[src/rtl/sio_cfg_pkg.sv]
package sio_cfg_pkg;

  typedef struct packed {
    logic        en;
    logic [15:0] base;
    logic [3:0]  irq;
  } res_cfg_t;

  localparam int REG_FLOPPY_MODE = 6;
  localparam int REG_DRIVE_TYPE  = 7;
  localparam int REG_LOCKCTL     = 9;
  localparam logic [7:0] FLOPPY_MODE_MASK = 8'hF3;

  function automatic logic [7:0] reg_default(input int idx, input logic [7:0] strap);
    case (idx)
      0:       return 8'h50;
      1:       return 8'h2C;
      3:       return 8'h30;
      7:       return 8'hF5;
      9:       return strap;
      10:      return 8'h1F;
      12:      return 8'h2C;
      13:      return 8'hA3;
      default: return 8'h00;
    endcase
  endfunction

endpackage

[src/rtl/sio_cfg_access.sv]
module sio_cfg_access #(
  parameter int          ADDR_W    = 16,
  parameter logic [15:0] BASE_ADDR = 16'h0250,
  parameter int          NREGS     = 22,
  localparam int         IDX_W     = $clog2(NREGS)
) (
  input  logic              clk,
  input  logic              rst_n,
  input  logic [ADDR_W-1:0] addr,
  input  logic              wr,
  input  logic              rd,
  input  logic [7:0]        wdata,
  input  logic              key_lsb,
  output logic              unlocked_q,
  output logic [IDX_W-1:0]  idx_q,
  output logic              data_we,
  output logic              idx_re,
  output logic              data_re
);
  localparam logic [ADDR_W-1:0] A_KEY  = ADDR_W'(BASE_ADDR);
  localparam logic [ADDR_W-1:0] A_IDX  = ADDR_W'(BASE_ADDR + 16'd1);
  localparam logic [ADDR_W-1:0] A_DATA = ADDR_W'(BASE_ADDR + 16'd2);
  localparam logic [7:0]        MAX_IDX = 8'(NREGS - 1);

  logic hit_key, hit_idx, hit_data;
  assign hit_key  = (addr == A_KEY);
  assign hit_idx  = (addr == A_IDX);
  assign hit_data = (addr == A_DATA);

  always_ff @(posedge clk) begin
    if (!rst_n) begin
      unlocked_q <= 1'b0;
      idx_q      <= '0;
    end else begin
      if (wr && hit_key)
        unlocked_q <= (wdata == {7'b1000100, key_lsb});
      if (wr && hit_idx && (wdata <= MAX_IDX))
        idx_q <= wdata[IDX_W-1:0];
    end
  end

  assign data_we = wr && hit_data && unlocked_q;
  assign idx_re  = rd && hit_idx && unlocked_q;
  assign data_re = rd && hit_data && unlocked_q;
endmodule

[src/rtl/sio_cfg_regfile.sv]
module sio_cfg_regfile
  import sio_cfg_pkg::*;
#(
  parameter int  NREGS = 22,
  localparam int IDX_W = $clog2(NREGS)
) (
  input  logic             clk,
  input  logic             rst_n,
  input  logic [7:0]       strap,
  input  logic             we,
  input  logic [IDX_W-1:0] idx,
  input  logic [7:0]       wdata,
  output logic [7:0]       rd_val,
  output logic             prot_q,
  output logic [1:0]       fdc_bits,
  output logic [5:0]       sel_bits,
  output logic [1:0]       ovr_bits,
  output logic [3:0]       dis_bits,
  output logic             key_bit
);
  logic [NREGS-1:0][7:0] regs;
  logic accept;
  assign accept = we && !prot_q;

  always_ff @(posedge clk) begin
    if (!rst_n) begin
      for (int i = 0; i < NREGS; i++) regs[i] <= reg_default(i, strap);
      prot_q <= 1'b0;
    end else if (accept) begin
      if (idx == IDX_W'(REG_FLOPPY_MODE))
        regs[idx] <= wdata & FLOPPY_MODE_MASK;
      else
        regs[idx] <= wdata;
      if (idx == IDX_W'(REG_LOCKCTL))
        prot_q <= wdata[6];
    end
  end

  always_comb begin
    if (idx == IDX_W'(REG_DRIVE_TYPE)) rd_val = regs[REG_DRIVE_TYPE];
    else if (prot_q)                   rd_val = 8'hFF;
    else                               rd_val = regs[idx];
  end

  assign fdc_bits = regs[0][5:4];
  assign sel_bits = regs[1][5:0];
  assign ovr_bits = regs[3][3:2];
  assign dis_bits = regs[4][7:4];
  assign key_bit  = regs[12][5];
endmodule

[src/rtl/sio_cfg_serial_map.sv]
module sio_cfg_serial_map
  import sio_cfg_pkg::*;
#(
  parameter int PORT_ID = 0
) (
  input  logic [1:0] code,
  input  logic       ovr,
  input  logic       dis,
  output res_cfg_t   cfg
);
  localparam logic [15:0] A_OVR = (PORT_ID == 0) ? 16'h02F8 : 16'h03F8;
  localparam logic [15:0] A_C0  = (PORT_ID == 0) ? 16'h02E8 : 16'h03E8;
  localparam logic [15:0] A_C1  = (PORT_ID == 0) ? 16'h03E8 : 16'h02E8;
  localparam logic [15:0] A_C2  = (PORT_ID == 0) ? 16'h03F8 : 16'h02F8;

  logic [15:0] base;
  logic        live;
  always_comb begin
    live = 1'b1;
    if (ovr) base = A_OVR;
    else begin
      case (code)
        2'd0:    base = A_C0;
        2'd1:    base = A_C1;
        2'd2:    base = A_C2;
        default: begin base = 16'h0; live = 1'b0; end
      endcase
    end
    if (dis) live = 1'b0;
    cfg.en   = live;
    cfg.base = live ? base : 16'h0;
    cfg.irq  = !live ? 4'd0 : (base[8] ? 4'd4 : 4'd3);
  end
endmodule

[src/rtl/sio_cfg_misc_map.sv]
module sio_cfg_misc_map
  import sio_cfg_pkg::*;
(
  input  logic [1:0] par_code,
  input  logic       par_dis,
  input  logic [1:0] fdc_bits,
  output res_cfg_t   par_cfg,
  output logic       fdc_en,
  output logic [15:0] fdc_base
);
  always_comb begin
    par_cfg = '0;
    if (!par_dis) begin
      case (par_code)
        2'd0:    par_cfg = '{en: 1'b1, base: 16'h03BC, irq: 4'd7};
        2'd1:    par_cfg = '{en: 1'b1, base: 16'h0278, irq: 4'd5};
        2'd2:    par_cfg = '{en: 1'b1, base: 16'h0378, irq: 4'd7};
        default: par_cfg = '0;
      endcase
    end
  end
  assign fdc_en   = !fdc_bits[1];
  assign fdc_base = fdc_bits[0] ? 16'h03F0 : 16'h0370;
endmodule

[src/rtl/keyed_sio_cfg.sv]
module keyed_sio_cfg
  import sio_cfg_pkg::*;
#(
  parameter int          ADDR_W    = 16,
  parameter logic [15:0] BASE_ADDR = 16'h0250,
  parameter int          NREGS     = 22
) (
  input  logic              clk,
  input  logic              rst_n,
  input  logic [7:0]        strap_cfg9,
  input  logic [ADDR_W-1:0] io_addr,
  input  logic              io_wr,
  input  logic              io_rd,
  input  logic [7:0]        io_wdata,
  output logic [7:0]        io_rdata,
  output logic              ser0_en,
  output logic [15:0]       ser0_base,
  output logic [3:0]        ser0_irq,
  output logic              ser1_en,
  output logic [15:0]       ser1_base,
  output logic [3:0]        ser1_irq,
  output logic              par_en,
  output logic [15:0]       par_base,
  output logic [3:0]        par_irq,
  output logic              fdc_en,
  output logic [15:0]       fdc_base
);
  localparam int IDX_W = $clog2(NREGS);
  localparam int NSER  = 2;

  logic             unlocked_q, prot_q, key_bit;
  logic [IDX_W-1:0] idx_q;
  logic             data_we, idx_re, data_re;
  logic [7:0]       rd_val;
  logic [1:0]       fdc_bits, ovr_bits;
  logic [5:0]       sel_bits;
  logic [3:0]       dis_bits;
  res_cfg_t         ser_cfg [NSER];
  res_cfg_t         par_cfg;

  sio_cfg_access #(.ADDR_W(ADDR_W), .BASE_ADDR(BASE_ADDR), .NREGS(NREGS)) acc_i (
    .clk(clk), .rst_n(rst_n), .addr(io_addr), .wr(io_wr), .rd(io_rd),
    .wdata(io_wdata), .key_lsb(key_bit), .unlocked_q(unlocked_q), .idx_q(idx_q),
    .data_we(data_we), .idx_re(idx_re), .data_re(data_re)
  );

  sio_cfg_regfile #(.NREGS(NREGS)) rf_i (
    .clk(clk), .rst_n(rst_n), .strap(strap_cfg9), .we(data_we), .idx(idx_q),
    .wdata(io_wdata), .rd_val(rd_val), .prot_q(prot_q), .fdc_bits(fdc_bits),
    .sel_bits(sel_bits), .ovr_bits(ovr_bits), .dis_bits(dis_bits), .key_bit(key_bit)
  );

  for (genvar u = 0; u < NSER; u++) begin : g_ser
    sio_cfg_serial_map #(.PORT_ID(u)) map_i (
      .code({sel_bits[2+u], sel_bits[u]}),
      .ovr (ovr_bits[1-u]),
      .dis (dis_bits[1-u]),
      .cfg (ser_cfg[u])
    );
  end

  sio_cfg_misc_map misc_i (
    .par_code(sel_bits[5:4]), .par_dis(dis_bits[3]), .fdc_bits(fdc_bits),
    .par_cfg(par_cfg), .fdc_en(fdc_en), .fdc_base(fdc_base)
  );

  always_comb begin
    if (idx_re)       io_rdata = 8'(idx_q);
    else if (data_re) io_rdata = rd_val;
    else              io_rdata = 8'hFF;
  end

  assign ser0_en   = ser_cfg[0].en;
  assign ser0_base = ser_cfg[0].base;
  assign ser0_irq  = ser_cfg[0].irq;
  assign ser1_en   = ser_cfg[1].en;
  assign ser1_base = ser_cfg[1].base;
  assign ser1_irq  = ser_cfg[1].irq;
  assign par_en    = par_cfg.en;
  assign par_base  = par_cfg.base;
  assign par_irq   = par_cfg.irq;
endmodule

[config.mk]
export PLATFORM = sky130hd
export DESIGN_NAME = keyed_sio_cfg
export DESIGN_NICKNAME = d
export VERILOG_FILES = /design/src/rtl/sio_cfg_pkg.sv /design/src/rtl/sio_cfg_access.sv /design/src/rtl/sio_cfg_regfile.sv /design/src/rtl/sio_cfg_serial_map.sv /design/src/rtl/sio_cfg_misc_map.sv /design/src/rtl/keyed_sio_cfg.sv
export SDC_FILE = /design/constraint.sdc
export NUM_CORES = 1
export LEC_CHECK = 0
export BUFFER_PORTS_ARGS = -buffer_cell sky130_fd_sc_hd__buf_2
export CAP_MARGIN = 20
export CORE_MARGIN = 2
export CORE_UTILIZATION = 46
export CTS_CLUSTER_DIAMETER = 150
export DETAILED_ROUTE_END_ITERATION = 12
export GPL_ROUTABILITY_DRIVEN = 0
export PLACE_DENSITY = 0.66
export SLEW_MARGIN = 10
export SYNTH_ARGS = -nofsm -noshare
export SYNTH_HDL_FRONTEND = slang
export SYNTH_SLANG_ARGS = --single-unit
[constraint.sdc]
create_clock -name clk -period 3.6 [get_ports clk]
set_clock_uncertainty 0.2 [all_clocks]
set_input_delay 0.72 -clock clk [delete_from_list [all_inputs] [get_ports clk]]
set_output_delay 0.72 -clock clk [all_outputs]
set_load 0.1 [all_outputs]
==> metrics.yaml, run 1 <==
synthesis:
  synth_area_um2: 9763
  ys_seq_area_share_pct: 38.34
  ys_seq_elements: 183
  synth_top_cell_by_area: "dfxtp_1"
  synth_common_cells: "mux2i_1, dfxtp_1, nor2b_1"
  synth_top_cell_area_share_pct: 35.88
  synth_cells: 979
  synth.distinct_cells: 53
  synthTopCellsByArea: "dfxtp_1, mux2i_1, nor2b_1"
  syn_avg_cell_area_um2: 9.973
  ys.warnings.count: 0
  synthFlopType: "dfxtp_1"
  synth-async-reset-ratio_pct: 0
  synth_edf_count: 8
  synth_most_common_cell: "mux2i_1"
clock_network:
  cts_max_level: 4
  cts-root-buf: "clkbuf_16"
  cts_buffer_depth: 2
  cts.sinks: 183
  cts_tree: "done"
  numCtsBuffers: 17
  path_clk_slew_ns: 0.07
  hold_buffers: 0
  clk_latency_ns: 0.43
detailed_routing:
  drc_errors: 0
  drtIter0Drc: 629
  drt-total-wl_mm: 26.66
  wl_per_cell_um: 20.07
  ant_nets: 0
  vias: 7316
  vias_per_cell: 5.509
  firstDrtPassIters: 4
die:
  die_w_um: 149.7
  ios: 124
  die_area_um2: 22410
  start_util_pct: 46.59
  rows: 53
  coreArea_um2: 20960
  die_h_um: 149.7
hold_path:
  min_from: "rf_i.regs[98]$_SDFFE_PN1P_"
  hold_path_class: "flop to flop"
  hold_path_depth: 2
power_and_ir_drop:
  cellLeakagePower_nw: 4.249
  max-vdd-ir-drop_v: 0.0002460
  power_density_nw_per_um2: 389.0
setup_path:
  arrival_ns: 2.62
  crit_top_cell: "buf_4"
  path_cells: "buf_2 -> buf_4 -> nor4_1 -> nand2_1 -> or4_1 -> buf_4 -> o21ai_0 -> a31oi_2 -> buf_6"
  timing.rr.start: "acc_i.idx_q[2]$_SDFFE_PN0P_"
  path_class: "primary input to primary output"
  critical_path.endpoint_type: "primary output"
  start_kind: "primary input"
  critPathLaunch: "io_addr[2]"
  slowest_stage: "or4_1"
  critical_path.max_stage_delay_ns: 0.50
  ff2ff_path_depth: 4
  required_ns: 2.68
  path_max_fanout: 8
layout:
  nets: 1082
  area.growth.synth_to_final_pct: 15.44
  layout-drive-gt1-share_pct: 21.75
  num-fill-cells: 1902
  multi_input_area_um2: 5543
  diodes: 0
  regArea_um2: 3750
  instances_no_fill: 1328
grt:
  grt_pass1_wl_mm: 40.59
  antenna_found_initial: 0
  grt_pass1_vias: 6909
  grt_max_degree: 172
  overflow: 0
  grt_usage_pct: 24.04
place:
  dp.cells: 1292
  dp_hpwl_mm: 18.11
  io_buffer_count: 79
  pre_cts_slack_ns: -0.01761
timing:
  slew_headroom_pct: 23.70
  worstMarginPinSlew_ns: 1.144
  slew_viol_final: 0
  rsz0062_at_grt: "yes"
  clock.fmax_mhz: 282.5
  fin_tns_setup_ns: 0
  fin_ws_ns: 0.05955
  setup_viol: 0
  period_share_pct: 98.35
  period_minus_slack_ns: 3.540
  hold_violations: 0
run_status:
  outcome: "finished, final reports clean"
job:
  drv_cap: 0
## power by group
group          total (mW)  internal, mW  switching, mW
Combinational       0.367        0.0612          0.306
Clock                1.97          1.16          0.809
Sequential           2.05          2.04        0.00200
## worst max-delay path, delay by kind of cell
kind,cells,cell delay (ns)
buf+inv,4,0.63
simple gates,3,0.93
compound gates,2,0.32
## final timing paths
| check | slack [ns] | end |
|---|---|---|
| min | 0.27 | rf_i.regs[98]$_SDFFE_PN1P_ |
| min reg2reg | 0.27 | rf_i.regs[98]$_SDFFE_PN1P_ |
| max reg2reg | 0.85 | rf_i.regs[79]$_DFFE_PP_ |
| max | 0.06 | io_rdata[5] |
## through the flow
step	power, mW	cell area [µm²]	utilization, %	hold WS (ns)
floorplan	2.420	10070	-	0.2359
global placement	2.457	10490	50.06	0.2495
detailed placement	2.457	10490	50.06	0.2579
CTS	4.413	11180	53.37	0.2763
global route	4.515	11270	53.79	0.2965
finish	4.385	11270	53.79	0.2748
## state kept, by name, indices dropped and copies added (netlist names)
signal,count
rf_i.regs,161
rf_i.sel_bits,6
acc_i.idx_q,5
rf_i.dis_bits,4
rf_i.fdc_bits,2
rf_i.ovr_bits,2
acc_i.unlocked_q,1
rf_i.key_bit,1
rf_i.prot_q,1
## per-layer routing
layer / wire, µm / up-vias / GRT usage [%]
met3: 1622 / 33 / 4.970
li1: - / 3461 / -
met4: 446 / 0 / 6.604
met1: 12250 / 3575 / 33.52
met2: 12340 / 247 / 37.84
met5: 0 / - / 0
## placed cells by master (no fill, tap or decap), types with 3 or more instances in the layout
cell,instances
a31oi_2,4
buf_2,70
nand4_2,6
nor2_1,15
o22ai_1,32
nand4b_1,3
o21ai_0,12
buf_12,5
o22a_1,6
or4_1,5
nand3_1,13
buf_6,6
clkbuf_1,4
a21oi_1,7
o21a_1,4
nor4_4,12
a31oi_4,5
nor4b_1,4
inv_1,17
o22ai_2,6
or4b_4,3
conb_1,44
nor4_1,3
o221ai_1,6
mux2_2,6
edfxtp_1,8
nand2b_1,4
bufinv_16,3
clkbuf_16,18
mux2i_1,243
nor2b_1,142
ha_1,6
nor3_1,12
buf_4,58
dfxtp_1,172
nand2_1,42
## cells by family (layout without fill, tap and decap cells)
logic type,after synthesis,in the layout,share of synthesized area (%)
AO/OA/AOI/OAI,87,87,5.690
XOR/XNOR,2,2,0.1795
adder cells (fa/ha/maj),6,6,0.7689
buffers and inverters,156,188,8.740
flip-flops,183,183,38.34
multiplexers,251,251,26.07
other,2,44,0.07692
AND/OR/NAND/NOR,292,292,20.13
## cell type report
cell class / count / area share, %
clock buffers: 23 / 4.252
multi-input cells: 682 / 49.18
flip-flops and latches: 183 / 33.27
well taps: 275 / 3.053
clock inverters: 9 / 1.221
repair buffers: 139 / 8.459
inverters: 17 / 0.5662
## timing repair
item,in CTS,in global routing
resized for setup,18,10
hold endpoints to repair,0,0
buffers inserted,1,3
endpoints found under the setup margin,8,8
Note: power is estimated with default switching activity, not from simulation.
==> run 2, diff against run 1 <==
- CORE_UTILIZATION: 46 -> 35
- PLACE_DENSITY: 0.66 -> unset
==> metrics.yaml, run 2 (same netlist as run 1, synthesis figures left out) <==
timing:
  period_share_pct: 98.79
  setup_viol: 0
  clock.fmax_mhz: 281.2
  slew_headroom_pct: 25.62
  hold_violations: 0
  worstMarginPinSlew_ns: 1.116
  rsz0062_at_grt: "yes"
  fin_ws_ns: 0.04364
  period_minus_slack_ns: 3.556
  fin_tns_setup_ns: 0
  slew_viol_final: 0
detailed_routing:
  vias: 7221
  wl_per_cell_um: 19.40
  drtIter0Drc: 534
  vias_per_cell: 5.036
  drc_errors: 0
  firstDrtPassIters: 7
  ant_nets: 0
  drt-total-wl_mm: 27.81
layout:
  layout_common_cells: "mux2i_1, dfxtp_1, nor2b_1"
  top_register: "rf_i.regs"
  regArea_um2: 3747
  largest_reg_flops: 161
  layout-drive-gt1-share_pct: 22.56
  num-fill-cells: 2724
  multi_input_area_um2: 5573
  area.growth.synth_to_final_pct: 17.42
  final_cell_area_um2: 11460
  nets: 1084
  layout_commonest_cell: "mux2i_1"
setup_path:
  ff2ff_setup_slack_ns: 0.69
  arrival_ns: 2.64
  critical_path.endpoint_type: "primary output"
  path_max_fanout: 9
  path_class: "flop to primary output"
  ff2ff_path_depth: 5
  required_ns: 2.68
  start_kind: "flop"
die:
  die_h_um: 171.0
  coreArea_um2: 27630
  die_area_um2: 29250
  rows: 61
  start_util_pct: 35.34
  die_w_um: 171.0
  ios: 124
grt:
  grt_pass1_wl_mm: 42.01
  grt_usage_pct: 19.13
  overflow: 0
  grt_pass1_vias: 6761
  antenna_found_initial: 1
  grt_max_degree: 150
power_and_ir_drop:
  power.internal_mw: 3.218
  pwr-share-seq_pct: 46.5
  p_switching_mw: 1.177
  p_comb_share_pct: 8.4
  clockPowerShare_pct: 45.1
  switching_share_pct: 26.78
  cellLeakagePower_nw: 4.267
  max-vdd-ir-drop_v: 0.0003146
  power_density_nw_per_um2: 383.4
clock_network:
  cts_tree: "done"
  cts-root-buf: "clkbuf_16"
  path_clk_slew_ns: 0.07
  cts_buffer_depth: 2
  hold_buffers: 0
  clk_latency_ns: 0.43
  cts_max_level: 4
  numCtsBuffers: 17
  cts.sinks: 183
place:
  io_buffer_count: 79
  pre_cts_slack_ns: -0.001554
  dpl_cell_area_um2: 10640
  dp_hpwl_mm: 19.05
run_status:
  outcome: "finished, final reports clean"
hold_path:
  hold_path_class: "flop to flop"
  hold_path_depth: 2
job:
  drv_cap: 0
## run 2: changes by cell type in the layout (fill, tap and decap cells not counted), moves of 2 or more
cell | before | now
o22ai_1 | 32 | 30
o22ai_2 | 6 | 8
dfxtp_2 | 2 | 0
clkbuf_1 | 4 | 0
inv_8 | 1 | 3
dfxtp_1 | 172 | 174
clkinv_1 | 0 | 2
nand2_1 | 42 | 40
inv_6 | 1 | 4
nand2_2 | 0 | 2
## run 2: power by group through the flow
stage	registers (mW)	logic, mW	clock network (mW)
final	2.05	0.369	1.98
after detailed placement	2.09	0.367	0
after CTS	2.05	0.367	2.01
after floorplan	2.09	0.327	0
after global placement	2.09	0.366	0
after global routing	2.05	0.384	2.11
## run 2: final timing paths
check,start,to
setup / recovery,acc_i.idx_q[4]$_SDFFE_PN0P_,io_rdata[4]
hold / removal,rf_i.regs[82]$_SDFFE_PN1P_,rf_i.regs[82]$_SDFFE_PN1P_
hold reg to reg,rf_i.regs[82]$_SDFFE_PN1P_,rf_i.regs[82]$_SDFFE_PN1P_
setup reg to reg,acc_i.idx_q[4]$_SDFFE_PN0P_,rf_i.regs[78]$_DFFE_PP_
## run 2: repair_timing
item / in CTS / in global routing
buffers inserted: 1 / 5
gates resized for setup: 14 / 18
pin swaps: 0 / 0
cloned: 0 / 0
endpoints found under the hold margin: 0 / 0
endpoints found under the setup margin: 8 / 8
## run 2: critical path, cell delays in order (launching register included)
cell and delay (ns):
dfxtp_1 0.37, or4b_2 0.90, o22ai_1 0.36, nor3_2 0.13, a31oi_4 0.20, buf_6 0.24
## run 2: cell type report
| class | count | share of cell area [%] |
|---|---|---|
| clock inverters | 15 | 1.659 |
| inverters | 17 | 0.5566 |
| flip-flops and latches | 183 | 32.69 |
| diodes | 1 | 0.02183 |
| repair buffers | 141 | 8.623 |
| clock buffers | 17 | 3.711 |
| multi-input cells | 682 | 48.61 |
| well taps | 378 | 4.126 |
## run 2: per-layer routing
metal / up-vias / GRT usage [%] / part of all wire [%] / routed length [µm]
li1: 3463 / - / - / -
met3: 32 / 2.915 / 5.3 / 1471
met1: 3517 / 27.93 / 49 / 13610
met2: 209 / 29.17 / 44 / 12160
met4: 0 / 5.195 / 2.1 / 572
met5: - / 0 / 0 / 0
## run 2: per-stage QoR
step                total power, mW  cells  util (%)  hold WS [ns]
finish                        4.395   1434     41.49        0.2754
global route                  4.539   1433     41.48        0.2961
CTS                           4.428   1428     41.02        0.2758
detailed placement            2.460   1395     38.52        0.2569
global placement              2.460   1395     38.52        0.2490
floorplan                     2.420   1021         -        0.2359
==> run 3, diff against run 2 <==
- PLACE_DENSITY: unset -> 0.57
==> metrics.yaml, run 3 (same netlist as run 1, synthesis figures left out) <==
run_status:
  outcome: "finished, final reports clean"
grt:
  grt_usage_pct: 19.18
  grt_pass1_wl_mm: 41.97
  overflow: 0
  grt_pass1_vias: 6965
  grt_max_degree: 91
  antenna_found_initial: 1
clock_network:
  cts.sinks: 183
  cts_max_level: 4
  path_clk_slew_ns: 0.07
  cts-root-buf: "clkbuf_16"
  numCtsBuffers: 17
  clk_latency_ns: 0.44
  cts_tree: "done"
  cts_buffer_depth: 2
layout:
  layout_commonest_cell: "mux2i_1"
  layout_common_cells: "mux2i_1, dfxtp_1, nor2b_1"
  multi_input_area_um2: 5577
  layout-drive-gt1-share_pct: 23.61
  num-fill-cells: 2749
  regArea_um2: 3751
  top_register: "rf_i.regs"
  area.growth.synth_to_final_pct: 18.11
  nets: 1092
  largest_reg_flops: 161
place:
  io_buffer_count: 79
  dp_hpwl_mm: 19.21
hold_path:
  min_from: "rf_i.regs[29]$_SDFFE_PN1P_"
  hold_path_class: "flop to flop"
timing:
  period_minus_slack_ns: 3.555
  rsz0062_at_grt: "no"
  period_share_pct: 98.74
  hold_violations: 0
  slew_headroom_pct: 27.09
  fin_tns_setup_ns: 0
  setup_viol: 0
  slew_viol_final: 0
  clock.fmax_mhz: 281.3
  worstMarginPinSlew_ns: 1.094
detailed_routing:
  firstDrtPassIters: 5
  wl_per_cell_um: 19.15
  drtIter0Drc: 452
  vias: 7172
  drt-total-wl_mm: 27.62
  ant_nets: 0
  drc_errors: 0
  vias_per_cell: 4.974
die:
  die_area_um2: 29250
  die_h_um: 171.0
  coreArea_um2: 27630
  start_util_pct: 35.34
  ios: 124
  die_w_um: 171.0
  rows: 61
setup_path:
  crit_path_end: "io_rdata[2]"
  ff2ff_setup_slack_ns: 0.77
  path_class: "primary input to primary output"
  ff2ff_path_depth: 5
  arrival_ns: 2.63
  path_max_fanout: 8
  critPathLaunch: "io_addr[3]"
  required_ns: 2.68
  critical_path.endpoint_type: "primary output"
  start_kind: "primary input"
  timing.rr.start: "acc_i.idx_q[4]$_SDFFE_PN0P_"
  reg2reg_to: "rf_i.regs[78]$_DFFE_PP_"
power_and_ir_drop:
  cellLeakagePower_nw: 4.307
  power_mw: 4.470
  power_density_nw_per_um2: 387.7
  max-vdd-ir-drop_v: 0.0003263
job:
  drv_cap: 0
[run 3: metrics by stage]
step                      hold slack (ns)  std cells  worst slack, ns  util [%]  cell area, µm²
after global placement             0.2519       1401         -0.03203     38.60           10660
final                              0.2730       1442          0.04527     41.74           11530
after detailed placement           0.2563       1402         -0.05706     38.70           10690
after global routing               0.2939       1442         0.004682     41.74           11530
after CTS                          0.2761       1434        -0.004354     41.30           11410
after floorplan                    0.2359       1021          -0.2176         -           10070
[run 3: area by class of cell]
class,instances,area share (%)
inverter,17,0.5534
tap,378,4.102
sequential,183,32.53
antenna,1,0.02170
clock inverter,15,1.866
timing repair buffer,149,8.876
multi-input combinational,682,48.36
clock buffer,17,3.689
[run 3: worst max-delay path, stage by stage]
cell and delay [ns]:
buf_2 0.11, or4_1 0.57, or4_1 0.54, buf_4 0.21, o22ai_2 0.20, a31oi_4 0.04
buf_4 0.24
[run 3: power breakdown]
group	total [mW]	switching [mW]	leakage, nW	internal (mW)
Clock	2.05	0.871	0.304	1.18
Sequential	2.05	0.00212	1.49	2.04
Combinational	0.371	0.308	2.51	0.0630
[run 3: worst min path at each step]
| stage | endpoint | cells after the start |
|---|---|---|
| final | rf_i.regs[29]$_SDFFE_PN1P_ | 2 |
| after global routing | rf_i.regs[167]$_SDFFE_PN0P_ | 2 |
| after CTS | rf_i.regs[83]$_SDFFE_PN1P_ | 2 |
| after floorplan | rf_i.regs[81]$_SDFFE_PN1P_ | 2 |
| after global placement | rf_i.regs[104]$_SDFFE_PN1P_ | 2 |
| after detailed placement | rf_i.regs[104]$_SDFFE_PN1P_ | 2 |
[run 3: layer usage]
layer  wire length [µm]  vias to the layer above  global-route usage, %
met5                  0                        -                      0
met4               1063                        0                  8.769
met1              13090                     3421                  26.35
li1                   -                     3483                      -
met2              11930                      220                  29.00
met3               1534                       48                  3.724
[run 3: timing repair]
action / CTS / global route
setup buffers: 0 / 7
gates resized for setup: 22 / 15
endpoints found under the setup margin: 8 / 8
pin swaps: 0 / 1
hold buffers: 0 / 0
